### src/rtl/can_ctl_pkg.sv
package can_ctl_pkg;
  localparam int unsigned AW = 5;
  localparam int unsigned DW = 8;
  localparam int unsigned NCFG = 12;

  localparam logic [AW-1:0] A_CTRL  = 5'h00;
  localparam logic [AW-1:0] A_MODE  = 5'h01;
  localparam logic [AW-1:0] A_FLAG0 = 5'h10;
  localparam logic [AW-1:0] A_EN0   = 5'h12;
  localparam logic [AW-1:0] A_RXCNT = 5'h14;
  localparam logic [AW-1:0] A_TXCNT = 5'h15;

  // flag index layout; grouping depends on it
  localparam int unsigned F_WAKE   = 0;
  localparam int unsigned F_ERR_LO = 1;
  localparam int unsigned F_ERR_HI = 6;
  localparam int unsigned F_RX     = 7;
  localparam int unsigned F_TX_LO  = 8;
endpackage

### src/rtl/can_irq_flags.sv
module can_irq_flags
  import can_ctl_pkg::*;
#(
  parameter int unsigned NFLAG = 11
) (
  input  logic             clk_i,
  input  logic             rst_ni,
  input  logic [NFLAG-1:0] evt_i,
  input  logic             we_i,
  input  logic [AW-1:0]    addr_i,
  input  logic [DW-1:0]    wdata_i,
  output logic [NFLAG-1:0] flag_o,
  output logic [NFLAG-1:0] en_o
);
  for (genvar i = 0; i < NFLAG; i++) begin : g_flag
    localparam int unsigned BYTE = i / DW;
    localparam int unsigned BIT  = i % DW;
    localparam logic [AW-1:0] FA = A_FLAG0 + AW'(BYTE);
    localparam logic [AW-1:0] EA = A_EN0 + AW'(BYTE);

    logic clr_w, en_wr;
    assign clr_w = we_i && (addr_i == FA) && wdata_i[BIT];
    assign en_wr = we_i && (addr_i == EA);

    always_ff @(posedge clk_i or negedge rst_ni) begin
      if (!rst_ni)       flag_o[i] <= 1'b0;
      else if (evt_i[i]) flag_o[i] <= 1'b1;  // set beats clear
      else if (clr_w)    flag_o[i] <= 1'b0;
    end

    always_ff @(posedge clk_i or negedge rst_ni) begin
      if (!rst_ni)    en_o[i] <= 1'b0;
      else if (en_wr) en_o[i] <= wdata_i[BIT];
    end
  end
endmodule

### src/rtl/can_cfg_lock.sv
module can_cfg_lock
  import can_ctl_pkg::*;
(
  input  logic               clk_i,
  input  logic               rst_ni,
  input  logic               we_i,
  input  logic [AW-1:0]      addr_i,
  input  logic [DW-1:0]      wdata_i,
  output logic               srst_o,
  output logic [NCFG*DW-1:0] cfg_o
);
  always_ff @(posedge clk_i or negedge rst_ni) begin
    if (!rst_ni)                        srst_o <= 1'b1;
    else if (we_i && addr_i == A_CTRL) srst_o <= wdata_i[0];
  end

  for (genvar k = 0; k < NCFG; k++) begin : g_cfg
    localparam logic [AW-1:0] CA = A_MODE + AW'(k);
    always_ff @(posedge clk_i or negedge rst_ni) begin
      if (!rst_ni)                              cfg_o[k*DW +: DW] <= '0;
      else if (we_i && addr_i == CA && srst_o)  cfg_o[k*DW +: DW] <= wdata_i;
    end
  end
endmodule

### src/rtl/can_irq_group.sv
module can_irq_group
  import can_ctl_pkg::*;
#(
  parameter int unsigned NFLAG = 11
) (
  input  logic [NFLAG-1:0] flag_i,
  input  logic [NFLAG-1:0] en_i,
  input  logic             imask_i,
  output logic             wake_o,
  output logic             err_o,
  output logic             rx_o,
  output logic             tx_o
);
  logic [NFLAG-1:0] act;
  assign act = flag_i & en_i;

  assign wake_o = act[F_WAKE] & ~imask_i;
  assign err_o  = (|act[F_ERR_HI:F_ERR_LO]) & ~imask_i;
  assign rx_o   = act[F_RX] & ~imask_i;
  assign tx_o   = (|act[NFLAG-1:F_TX_LO]) & ~imask_i;
endmodule

### src/rtl/can_irq_lock_top.sv
module can_irq_lock_top
  import can_ctl_pkg::*;
#(
  parameter int unsigned NUM_TXB = 3,
  localparam int unsigned NFLAG = F_TX_LO + NUM_TXB
) (
  input  logic             clk_i,
  input  logic             rst_ni,
  input  logic             we_i,
  input  logic [AW-1:0]    addr_i,
  input  logic [DW-1:0]    wdata_i,
  output logic [DW-1:0]    rdata_o,
  input  logic [NFLAG-1:0] evt_i,
  input  logic             cpu_imask_i,
  input  logic [DW-1:0]    rx_err_cnt_i,
  input  logic [DW-1:0]    tx_err_cnt_i,
  input  logic             low_power_i,
  input  logic             tx_core_i,
  output logic             tx_o,
  output logic             irq_wake_o,
  output logic             irq_err_o,
  output logic             irq_rx_o,
  output logic             irq_tx_o,
  output logic             srst_o,
  output logic [DW-1:0]    cfg_mode_o,
  output logic [2*DW-1:0]  cfg_tim_o,
  output logic [DW-1:0]    cfg_acc_o,
  output logic [4*DW-1:0]  cfg_code_o,
  output logic [4*DW-1:0]  cfg_mask_o
);
  logic [NFLAG-1:0]   flag_q, en_q;
  logic [NCFG*DW-1:0] cfg_q;
  logic [2*DW-1:0]    flag_pad, en_pad;

  can_irq_flags #(.NFLAG(NFLAG)) u_flags (
    .clk_i, .rst_ni, .evt_i, .we_i, .addr_i, .wdata_i,
    .flag_o(flag_q), .en_o(en_q)
  );

  can_cfg_lock u_cfg (
    .clk_i, .rst_ni, .we_i, .addr_i, .wdata_i,
    .srst_o, .cfg_o(cfg_q)
  );

  can_irq_group #(.NFLAG(NFLAG)) u_grp (
    .flag_i(flag_q), .en_i(en_q), .imask_i(cpu_imask_i),
    .wake_o(irq_wake_o), .err_o(irq_err_o), .rx_o(irq_rx_o), .tx_o(irq_tx_o)
  );

  assign cfg_mode_o = cfg_q[0*DW +: DW];
  assign cfg_tim_o  = cfg_q[1*DW +: 2*DW];
  assign cfg_acc_o  = cfg_q[3*DW +: DW];
  assign cfg_code_o = cfg_q[4*DW +: 4*DW];
  assign cfg_mask_o = cfg_q[8*DW +: 4*DW];

  assign tx_o = low_power_i | tx_core_i;  // recessive is 1

  assign flag_pad = (2*DW)'(flag_q);
  assign en_pad   = (2*DW)'(en_q);

  always_comb begin
    rdata_o = '0;
    if (addr_i == A_CTRL)
      rdata_o = DW'(srst_o);
    else if (addr_i >= A_MODE && addr_i < A_MODE + AW'(NCFG))
      rdata_o = cfg_q[(addr_i - A_MODE)*DW +: DW];
    else if (addr_i == A_FLAG0)      rdata_o = flag_pad[DW-1:0];
    else if (addr_i == A_FLAG0 + 1)  rdata_o = flag_pad[2*DW-1:DW];
    else if (addr_i == A_EN0)        rdata_o = en_pad[DW-1:0];
    else if (addr_i == A_EN0 + 1)    rdata_o = en_pad[2*DW-1:DW];
    else if (addr_i == A_RXCNT)      rdata_o = rx_err_cnt_i;
    else if (addr_i == A_TXCNT)      rdata_o = tx_err_cnt_i;
  end
endmodule

### config.mk
export PLATFORM = sky130hd
export DESIGN_NAME = can_irq_lock_top
export DESIGN_NICKNAME = d
export VERILOG_FILES = /design/src/rtl/can_ctl_pkg.sv /design/src/rtl/can_irq_flags.sv /design/src/rtl/can_cfg_lock.sv /design/src/rtl/can_irq_group.sv /design/src/rtl/can_irq_lock_top.sv
export SDC_FILE = /design/constraint.sdc
export NUM_CORES = 1
export LEC_CHECK = 0
export ABC_AREA = 1
export BUFFER_PORTS_ARGS = -buffer_cell sky130_fd_sc_hd__buf_2
export CORE_UTILIZATION = 50
export DETAILED_ROUTE_END_ITERATION = 6
export PLACE_DENSITY_LB_ADDON = 0.15
export SKIP_LAST_GASP = 1
export SYNTH_ARGS = -nofsm -noshare
export SYNTH_HDL_FRONTEND = slang
export SYNTH_HIERARCHICAL = 1
export SYNTH_SLANG_ARGS = --single-unit
### constraint.sdc
create_clock -name clk_i -period 5.4 [get_ports clk_i]
set_clock_uncertainty 0.2 [all_clocks]
set_input_delay 0 -clock clk_i [delete_from_list [all_inputs] [get_ports clk_i]]
set_output_delay 0 -clock clk_i [all_outputs]
set_load 0.1 [all_outputs]
# == After elaboration in Yosys (flattened, before gate mapping) ==
# Cells that the tools add are included.
# classes
addsub,1
multipliers,0
n_div,0
n_lt_le_gt_ge,2
eq_ne,18
n_shift,1
muxes,30
bitwise_logic,7
n_reduce_logical,55
# op_table
cell,count
96-bit by 33-bit indexed part select with 8-bit output,1
8-bit 2-to-1 mux,8
1-bit logical AND,41
5-bit == test (second input constant),6
5-bit by 4-bit == test with 1-bit output (second input constant),5
1-bit 2-to-1 mux,22
2-bit nonzero test,11
5-bit by 3-bit == test with 1-bit output (second input constant),4
11-bit AND,1
5-bit by 2-bit == test with 1-bit output (second input constant),2
6-bit OR reduction,1
5-bit by 1-bit subtractor with 6-bit output (second input constant),1
5-bit by 1-bit == test with 1-bit output (second input constant),1
5-bit by 1-bit >= comparator with 1-bit output (second input constant),1
5-bit zero test,1
5-bit by 4-bit less-than comparator with 1-bit output (second input constant),1
1-bit AND,4
3-bit OR reduction,1
1-bit NOT,1
1-bit OR,1
# totals
ff_bits,119
latch_bits,0
ram_bits,0
mem_bits_ro,0
input_bits,46
output_inout_bits,110
elab_cells,149
memories,0

# == Logic depth before layout (Yosys ltp) ==
# logic_depth
depth_word,9
mapped_depth,17

# == Hierarchy ==
# The synthesis kept the hierarchy.
# by_module_without_submodules
module,n_inst,cells_per_inst,area_per_inst_um2
can_cfg_lock,1,450,3948.8
can_irq_lock_top,1,398,1876.8
can_irq_flags,1,114,980.9
can_irq_group,1,23,88.8

# == Worst setup path after synthesis ==
# Ideal clock, no wire load.
# synth_path
path_type,in2out
from,input addr_i[0]
to,output rdata_o[6]
arrival_time_ns,3.060
required_ns,5.200
setup_slack_ns,2.140
cell_stages,14
n_path_buf,5
path_cell_list,buf_2 -> inv_2 -> buf_4 -> buf_2 -> ha_1 -> clkbuf_2 -> inv_2 -> buf_2 -> o21ai_0 -> o21ai_1 -> nand2_1 -> nand2_1 -> nand3_1 -> a21oi_1
# synth_via
elab_chain_cells,9
# synth_rtl
item,line,source
start: declaration,can_irq_lock_top.sv:10,"input logic [AW-1:0] addr_i,"
"parallel branches: the longest is 8 deep, another holds 5-bit by 1-bit subtractor with 6-bit output",-,
8-bit 2-to-1 mux (*),can_irq_lock_top.sv:63,if (addr_i == A_CTRL)
end: declaration,can_irq_lock_top.sv:12,"output logic [DW-1:0] rdata_o,"
# Every way passes the cells marked *.

# == Worst setup path after layout ==
# layout_path
from,input addr_i[1]
to,output rdata_o[3]
# Same word-level chain as after synthesis.

==> flow_summary.toml <==
[yosys]
ys.warnings.count = 6
ys_types = 33
yosysSeqAreaShare_pct = 43.2
netlist_area_um2 = 6900
syn_nets = 1036
synth_edf_count = 0
syn_inst = 985
synthFlopType = "dfrtp_1"
avgSynthCellArea_um2 = 7.00
async_flop_share_pct = 100
synth_seq_cells = 119

[timing]
maxSlewHeadroom_pct = 38.7
min_period_over_period_pct = 63.1
setup_viol = 0
max_freq_mhz = 294
grt_setup_unrepaired = "false"
min_period_ns = 3.41
hold_viol_final = 0
hold_ws_ns = 0.0173
slew_viol_final = 0
tightest_slew_ns = 0.916
fin_tns_setup_ns = 0

[worst_setup_path]
worstPathRequired_ns = 5.20
cp_cell_sequence = "dlygate4sd3_1, buf_2, inv_1, ha_1, inv_2, o21ai_0, o21ai_1, nand2_1, nand2_1, nand3_1, a21oi_1, buf_2"
cp_max_fo = 33
path_class = "in2out"
ff2ff_path_depth = 5
arrival_ns = 3.21
critPathCaptureType = "output port"
reg2reg_from = "u_cfg/srst_o"
ff2ff_setup_slack_ns = 3.06
reg2reg_to = "u_cfg/cfg_o[54]"
slowest_stage = "dlygate4sd3_1"
start_kind = "input port"
max_stage_delay_ns = 0.53

[worst_hold_path]
hold_path_class = "in2async"

[clock_tree]
clk_latency_ns = 0.42
clock_path_buffers = 2
root_buffer = "clkbuf_16"
cts_tree = "yes"
cts_setup_buffers = 0
clock_sinks = 119
cts-buffers-inserted = 17
cts.clk_slew.worst_paths_ns = 0.06
htreeDepth = 4

[layout]
mostFrequentLayoutCells = "392 x nand2_1, 156 x nand3_1, 154 x buf_2"
syn2layout_area_growth_pct = 25.7
multi_input_area_um2 = 3400
fill_cells = 1247
final_common_cell = "nand2_1"
num_antenna_cells = 0
nets = 1210
fin_area_um2 = 8670
drive_gt1_share_pct = 21.7
seqCellArea_um2 = 2980
final_cells = 1348

[power]
leakage_nw = 4.91
ir_drop_mv = 0.242
powerDensity_nw_per_um2 = 365
p_total_mw = 3.16

[routing]
routed_wl_mm = 23.2
dr.first_iter.drc_count = 633
antenna_left = 0
routedWlPerCell_um = 17.2
via_count = 7430
viasPerCell = 5.51
drt_first_pass_iters = 6
drc = 0

[global_routing]
grt_pass1_vias = 6931
grt_overflow_total = 0
antenna_found_initial = 1
grt_pass1_wl_mm = 37.3
grt_start_max_net_pins = 64
track_usage_pct = 34.1

[floorplanning]
dieArea_um2 = 14300
die_h_um = 119
initial_utilization_pct = 51.7
core-area_um2 = 13300
die_w_um = 119
boundaryPins = 156
num_rows = 42

[run]
cap_violations = 0

[placement]
dp.cells = 1279
io_buffers = 155
place_area_um2 = 7690
gp_congestion = 0.942
place_hpwl_mm = 15.7

[status]
status = "finished, final reports clean"
worst max-delay path: cells and delay by family:
kind | cells | cell delay, ns
buffers and inverters | 5 | 1.89
AOI/OAI and AO/OA | 3 | 0.58
adders and majority gates | 1 | 0.51
and+or+nand+nor | 3 | 0.20
timing repair:
action	in CTS	in global routing
hold buffers	37	0
endpoints found under the hold margin	181	0
resized for setup	0	0
flip-flops by register name (all words and copies together), names as in the netlist:
signal and cells:
u_flags/en_o 11, u_cfg/cfg_o 96, u_cfg/srst_o 1, u_flags/flag_o 11
through the flow:
step / util (%) / worst slack (ns)
2_1_floorplan: - / 2.14
3_3_place_gp: 57.6 / 2.63
3_5_place_dp: 57.6 / 2.61
4_1_cts: 65.0 / 2.04
5_1_grt: 65.0 / 1.77
6_report: 65.0 / 1.99
how the worst max path moves through the flow:
| stage | start | endpoint | slack (ns) | cells past startpoint |
|---|---|---|---|---|
| after CTS | addr_i[1] | rdata_o[3] | 2.04 | 12 |
| after global routing | addr_i[1] | rdata_o[3] | 1.77 | 13 |
| after detailed placement | addr_i[1] | rdata_o[3] | 2.61 | 12 |
| final | addr_i[1] | rdata_o[3] | 1.99 | 12 |
| after global placement | addr_i[1] | rdata_o[2] | 2.63 | 12 |
| after floorplan | addr_i[0] | rdata_o[6] | 2.14 | 14 |
cell type report:
| class | count | share of cell area, % |
|---|---|---|
| Inverter | 67 | 2.93 |
| Clock inverter | 14 | 1.99 |
| Multi-Input combinational cell | 755 | 39.3 |
| Clock buffer | 18 | 5.06 |
| Tap cell | 176 | 2.54 |
| Sequential cell | 119 | 34.4 |
| Timing Repair Buffer | 199 | 13.9 |
Yosys cell counts, types with 2 or more instances:
cell type,instances,share of area [%]
nand3_1,156,11
nor2_2,12,1.1
nand4_1,6,0.54
a21oi_1,10,0.73
buf_4,9,0.98
buf_2,22,1.6
nand2_2,9,0.82
nand3_2,5,0.73
or2_0,2,0.18
or2_2,4,0.36
nor2_1,87,4.7
inv_1,57,3.1
inv_2,8,0.44
buf_6,4,0.65
o21ai_1,7,0.51
nand2_4,5,0.82
dfrtp_1,118,43
o211ai_1,3,0.33
o21ai_0,34,2.5
nand2_1,392,21
ha_1,5,0.91
nor2_4,8,1.3
o21ai_2,5,0.64
clkbuf_1,8,0.44
layer usage:
metal	vias to the layer above	routed length, um	share of wire [%]	GRT usage, %
met2	421	10700	46	52.6
li1	3488	-	-	-
met1	3460	9750	42	46.2
met5	-	0	0	0
met3	61	2060	8.9	7.61
met4	0	752	3.2	14.4
power breakdown:
group          internal, mW  switching, mW  leakage (nW)  total [mW]
logic                 0.163          0.776          3.06       0.939
registers             0.967         0.0820          1.57        1.05
clock network         0.740          0.435         0.285        1.17
cells by family (layout without fill, tap and decap cells):
| group | Yosys count | after routing | share of synthesized area [%] |
|---|---|---|---|
| AOI/OAI and AO/OA | 61 | 61 | 4.90 |
| adders and majority gates | 5 | 5 | 0.907 |
| buffers and inverters | 111 | 298 | 7.42 |
| DFF | 119 | 119 | 43.2 |
| and+or+nand+nor | 689 | 689 | 43.6 |
No activity file was read; power rests on OpenSTA's default activity.
